<file path="src/rtl/nco_pkg.sv">
package nco_pkg;
  typedef enum logic {
    MODE_PULSE  = 1'b0,
    MODE_SQUARE = 1'b1
  } nco_mode_e;
endpackage

</file>
<file path="src/rtl/nco_rst_sync.sv">
module nco_rst_sync #(
  parameter int STAGES = 3
) (
  input  logic clk,
  input  logic arst_n,
  output logic rst_n_o
);
  logic [STAGES-1:0] chain_q;
  logic [STAGES-1:0] chain_d;

  always_comb chain_d = {chain_q[STAGES-2:0], 1'b1};

  always_ff @(posedge clk or negedge arst_n) begin
    if (!arst_n) chain_q <= '0;
    else         chain_q <= chain_d;
  end

  assign rst_n_o = chain_q[STAGES-1];

  // Release only after the full chain has filled
  p_release_r1: assert property (@(posedge clk) disable iff (!arst_n)
    $rose(rst_n_o) |-> $past(chain_q[STAGES-2]));
endmodule

</file>
<file path="src/rtl/nco_accum.sv">
module nco_accum #(
  parameter int ACC_W = 24
) (
  input  logic             clk,
  input  logic             rst_n,
  input  logic             en,
  input  logic [ACC_W-1:0] step,
  output logic             evt_o,
  output logic             ovf_o
);
  localparam int SUM_W = ACC_W + 1;

  logic [ACC_W-1:0] acc_q, acc_d;
  logic [SUM_W-1:0] sum;
  logic             ovf_q, ovf_d;
  logic             carry;

  always_comb begin
    sum   = {1'b0, acc_q} + {1'b0, step};
    carry = sum[ACC_W];
    acc_d = acc_q;
    ovf_d = 1'b0;
    if (en) begin
      acc_d = sum[ACC_W-1:0];
      ovf_d = carry;
    end
  end

  always_ff @(posedge clk or negedge rst_n) begin
    if (!rst_n) begin
      acc_q <= '0;
      ovf_q <= 1'b0;
    end else begin
      acc_q <= acc_d;
      ovf_q <= ovf_d;
    end
  end

  assign evt_o = ovf_d;
  assign ovf_o = ovf_q;

  // Strobe marks exactly the enabled edges where the phase wrapped
  p_wrap_strobe_r3: assert property (@(posedge clk) disable iff (!rst_n)
    en |=> (ovf_q == (acc_q < $past(acc_q))));
  // Disabled cycles leave phase untouched and raise no strobe
  p_hold_r8: assert property (@(posedge clk) disable iff (!rst_n)
    !en |=> ($stable(acc_q) && !ovf_q));
endmodule

</file>
<file path="src/rtl/nco_pulse.sv">
module nco_pulse #(
  parameter int LEN_W = 16
) (
  input  logic             clk,
  input  logic             rst_n,
  input  logic             en,
  input  logic             evt,
  input  logic [LEN_W-1:0] len,
  output logic             out_o
);
  logic [LEN_W-1:0] cnt_q, cnt_d;
  logic [LEN_W-1:0] load_val;
  logic             out_q, out_d;

  always_comb begin
    load_val = (len == '0) ? '0 : len - LEN_W'(1);
    cnt_d    = cnt_q;
    out_d    = out_q;
    if (evt) begin
      out_d = 1'b1;
      cnt_d = load_val;
    end else if (en && out_q) begin
      if (cnt_q == '0) out_d = 1'b0;
      else             cnt_d = cnt_q - LEN_W'(1);
    end
  end

  always_ff @(posedge clk or negedge rst_n) begin
    if (!rst_n) begin
      cnt_q <= '0;
      out_q <= 1'b0;
    end else begin
      cnt_q <= cnt_d;
      out_q <= out_d;
    end
  end

  assign out_o = out_q;

  // Every event leaves the pulse high
  p_pulse_rise_r4: assert property (@(posedge clk) disable iff (!rst_n)
    evt |=> out_q);
  // A pulse only ends once its count is spent and no event re-armed it
  p_pulse_fall_r5: assert property (@(posedge clk) disable iff (!rst_n)
    $fell(out_q) |-> ($past(cnt_q) == '0 && !$past(evt)));
  // No enable, no change
  p_pulse_hold_r8: assert property (@(posedge clk) disable iff (!rst_n)
    !en |=> ($stable(out_q) && $stable(cnt_q)));
endmodule

</file>
<file path="src/rtl/nco_square.sv">
module nco_square (
  input  logic clk,
  input  logic rst_n,
  input  logic evt,
  output logic out_o
);
  logic out_q, out_d;

  always_comb out_d = out_q ^ evt;

  always_ff @(posedge clk or negedge rst_n) begin
    if (!rst_n) out_q <= 1'b0;
    else        out_q <= out_d;
  end

  assign out_o = out_q;

  // Toggle on each event, hold otherwise
  p_toggle_r7: assert property (@(posedge clk) disable iff (!rst_n)
    evt |=> (out_q != $past(out_q)));
  p_still_r7: assert property (@(posedge clk) disable iff (!rst_n)
    !evt |=> $stable(out_q));
endmodule

</file>
<file path="src/rtl/nco_timer.sv">
module nco_timer #(
  parameter int ACC_W     = 24,
  parameter int LEN_W     = 16,
  parameter int RST_STAGE = 3
) (
  input  logic             clk,
  input  logic             rst_n,
  input  logic             en,
  input  logic [ACC_W-1:0] step,
  input  logic [LEN_W-1:0] pulse_len,
  input  logic             mode,
  output logic             wave_out,
  output logic             ovf_stb
);
  import nco_pkg::*;

  logic      rst_int_n;
  logic      evt;
  logic      pulse_wave;
  logic      square_wave;
  nco_mode_e mode_sel;

  nco_rst_sync #(.STAGES(RST_STAGE)) u_rst (
    .clk    (clk),
    .arst_n (rst_n),
    .rst_n_o(rst_int_n)
  );

  nco_accum #(.ACC_W(ACC_W)) u_accum (
    .clk  (clk),
    .rst_n(rst_int_n),
    .en   (en),
    .step (step),
    .evt_o(evt),
    .ovf_o(ovf_stb)
  );

  nco_pulse #(.LEN_W(LEN_W)) u_pulse (
    .clk  (clk),
    .rst_n(rst_int_n),
    .en   (en),
    .evt  (evt),
    .len  (pulse_len),
    .out_o(pulse_wave)
  );

  nco_square u_square (
    .clk  (clk),
    .rst_n(rst_int_n),
    .evt  (evt),
    .out_o(square_wave)
  );

  always_comb begin
    mode_sel = nco_mode_e'(mode);
    wave_out = (mode_sel == MODE_SQUARE) ? square_wave : pulse_wave;
  end

  // Pulse output is high whenever the strobe is
  p_pulse_with_strobe_r4: assert property (@(posedge clk) disable iff (!rst_int_n)
    (ovf_stb && mode == 1'b0) |-> wave_out);
endmodule

</file>
<file path="config.mk">
export PLATFORM = sky130hd
export DESIGN_NAME = nco_timer
export DESIGN_NICKNAME = d
export VERILOG_FILES = /design/src/rtl/nco_pkg.sv /design/src/rtl/nco_rst_sync.sv /design/src/rtl/nco_accum.sv /design/src/rtl/nco_pulse.sv /design/src/rtl/nco_square.sv /design/src/rtl/nco_timer.sv
export SDC_FILE = /design/constraint.sdc
export NUM_CORES = 1
export LEC_CHECK = 0
export BUFFER_PORTS_ARGS = -buffer_cell sky130_fd_sc_hd__buf_2
export CAP_MARGIN = 20
export CELL_PAD_IN_SITES_DETAIL_PLACEMENT = 2
export CELL_PAD_IN_SITES_GLOBAL_PLACEMENT = 2
export CORE_MARGIN = 1.5
export CORE_UTILIZATION = 36
export DETAILED_ROUTE_END_ITERATION = 10
export GPL_TIMING_DRIVEN = 0
export PLACE_DENSITY_LB_ADDON = 0.05
export SETUP_SLACK_MARGIN = 0.1
export SYNTH_ARGS = -nofsm -noshare
export SYNTH_HDL_FRONTEND = slang
export SYNTH_SLANG_ARGS = --single-unit
</file>
<file path="constraint.sdc">
create_clock -name clk -period 1.7 [get_ports clk]
set_input_delay 0.17 -clock clk [delete_from_list [all_inputs] [get_ports clk]]
set_output_delay 0.17 -clock clk [all_outputs]
set_load 0.01 [all_outputs]
</file>
==> metrics.cfg <==
[status]
status = complete, but fails checks
violations = setup timing

[floorplanning]
dieArea_mm2 = 0.0112
ios = 46
std_cell_rows = 37
die_h_um = 106
start_util_pct = 37.0
die_x_um = 106
core-area_mm2 = 0.0103

[sta]
period_minus_slack_ns = 2.84
setup_tns_ns = -35.97
fin_crit_sh_pct = 167
setup_slack_ns = -1.14
skew_ns = 0.0176
holdWs_ns = 0.156
tightest_slew_ns = 0.912
maxSlewViolCount = 0
timing_hold_violations_final = 0
max_freq_ghz = 0.353
slew_headroom_pct = 39.2
setup-violations-final = 40
rsz0062_at_grt = yes

[finish]
final_cells = 656
area_growth_pct = 34.0
n_antenna_cell = 0
nNetsFinal = 591
drive_gt1_share_pct = 34.6

[yosys]
synth_seq_area_share_pct = 30.3
syn-num-nets = 500
synth.distinct_cells = 67
synthTopCellsByArea = dfrtp_1 30%, ha_1 8.9%, mux2_2 3.6%
synthCells = 428
syn_avg_cell_area_um2 = 8.89
yosys_warnings = 0
synth_top_area_share_pct = 30.3
synth_edf_count = 0
synth-async-reset-ratio_pct = 100
yosys-top-cells-count = 46 x dfrtp_1, 32 x nand2_1, 27 x ha_1
yosysMostFrequentCell = dfrtp_1
synth_ff_type = dfrtp_1
yosysTopAreaCell = dfrtp_1
syn-cell-area_mm2 = 0.00380
synth-seq-cells = 46

[global_routing]
globalRouteOverflowTotal = 0
first_global_vias = 4147
grt_max_degree = 32
grt_use_total_pct = 25.0
grt_pass1_wl_mm = 22.0
antenna_found_initial = 0

[cts]
cts_tree = built
clk_pin_slew_ns = 0.11
htreeDepth = 2
clock_latency_ns = 0.32
clock_sinks = 46
numCtsBuffers = 5
cts-root-buf = clkbuf_8
clockBufferDepth = 2

[drt]
wl_met2_mm = 7.97
dr.pass1.iters = 4
postRouteAntennaNets = 0
wl_met1_mm = 6.41
post_drt_wl_per_cell_um = 23.1
top_layer = met4
wl_mm = 15.2
drc = 0
drt_iter0_drc = 155
met3_length_um = 481
routed_via_density = 5.96
via_count = 3913

[placement]
portBuffers = 45
preCtsSetupSlack_ns = -1.09
dp_cells = 610
dp_hpwl_mm = 9.28
gp_congestion = 0.840

[power]
p_leak_nw = 2.17
p_per_area_mw_per_mm2 = 1800
ir_worst_vdd_mv = 0.646

[critical_path]
worstSetupStartpointType = flip-flop
critPathArrivalTime_ns = 3.07
crit_fanout = 5
cp.required_ns = 1.93
end_kind = flip-flop
worstSetupPathType = flip-flop to flip-flop

[hold_path]
holdCritPathClass = input pin to async pin

[job]
maxCapViolations = 0

==> worst max-delay path, stage by stage, from the launching register on <==
cell and delay (ns):
dfrtp_1 0.42, ha_4 0.17, fa_2 0.39, a211oi_2 0.25
o21a_1 0.19, nand4b_1 0.26, a21oi_4 0.11, buf_6 0.14
o21ai_4 0.26, buf_6 0.18, o211ai_1 0.10, a32oi_1 0.27
==> per-stage QoR <==
| step | power [mW] | area [um2] | util (%) |
|---|---|---|---|
| 3_3_place_gp | 6.34 | 4300 | 41.8 |
| 5_1_grt | 9.77 | 5100 | 49.6 |
| 6_report | 9.15 | 5100 | 49.6 |
| 3_5_place_dp | 6.55 | 4320 | 42.0 |
| 4_1_cts | 7.97 | 4690 | 45.7 |
| 2_1_floorplan | 5.41 | 3900 | - |
==> cells by family (layout without fill, tap and decap cells) <==
| logic type | after synthesis | count (layout) | share of synthesized area (%) |
|---|---|---|---|
| flops | 46 | 46 | 30.3 |
| fa+ha+maj | 28 | 28 | 9.40 |
| compound gates | 140 | 140 | 26.9 |
| xor+xnor | 29 | 29 | 6.68 |
| buf+inv | 39 | 131 | 3.95 |
| mux | 14 | 14 | 4.08 |
| simple gates | 131 | 131 | 18.6 |
| other cells | 1 | 1 | 0.0986 |
==> cells in the final DEF, fill, tap and decap left out, drive strengths merged, types with 10 or more instances in the layout <==
cell type  count
buf           89
dfrtp         46
nand2         32
ha            27
nor2          25
a21oi         23
inv           21
o21ai         20
clkbuf        19
xor2          15
xnor2         14
a21o          12
nor4          12
mux2          12
o211ai        11
nor3          11
a211oi        10
==> where the power goes <==
group / switching (mW) / internal [mW] / leakage [nW]
Clock: 0.446 / 0.293 / 0.0385
Sequential: 0.546 / 1.62 / 0.535
Combinational: 3.33 / 2.93 / 1.59
==> sequential cells by signal, indices dropped and copies added, names as in the netlist <==
register,flops
u_pulse.out_o,1
u_rst.chain_q,3
u_accum.ovf_o,1
u_square.out_o,1
u_pulse.cnt_q,16
u_accum.acc_q,24
==> layer usage <==
metal,GRT usage (%),vias to the layer above
met4,5.31,0
met1,30.8,1983
met2,46.5,92
met3,2.66,28
met5,0,-
li1,-,1810
==> timing repair <==
action,CTS,global route
buffers inserted,19,20
pin swaps,19,36
gates resized for setup,30,62
cloned,1,0
endpoints found under the hold margin,3,0
hold buffers,1,0
endpoints found under the setup margin,39,41
==> cell type report <==
cell class	instances	area (um2)
Clock buffer	7	76.3
Clock inverter	1	7.51
Fill cell	1106	5180
Tap cell	136	170
Timing Repair Buffer	85	593
Multi-Input combinational cell	343	2930
Inverter	21	78.8
Buffer	17	88.8
Sequential cell	46	1150
==> final timing paths <==
path                                      to  cells past startpoint             start  slack, ns
max                         u_pulse.cnt_q[0]                     11  u_accum.acc_q[0]      -1.14
min                         u_rst.chain_q[2]                      2             rst_n       0.16
max reg2reg                 u_pulse.cnt_q[0]                     11  u_accum.acc_q[0]      -1.14
min reg2reg                 u_accum.acc_q[2]                      0  u_rst.chain_q[2]       0.19
max in group asynchronous  u_pulse.cnt_q[15]                      1  u_rst.chain_q[2]       0.98
min in group clk           u_pulse.cnt_q[11]                      3     pulse_len[11]       0.20
(Power assumes the default switching activity.)
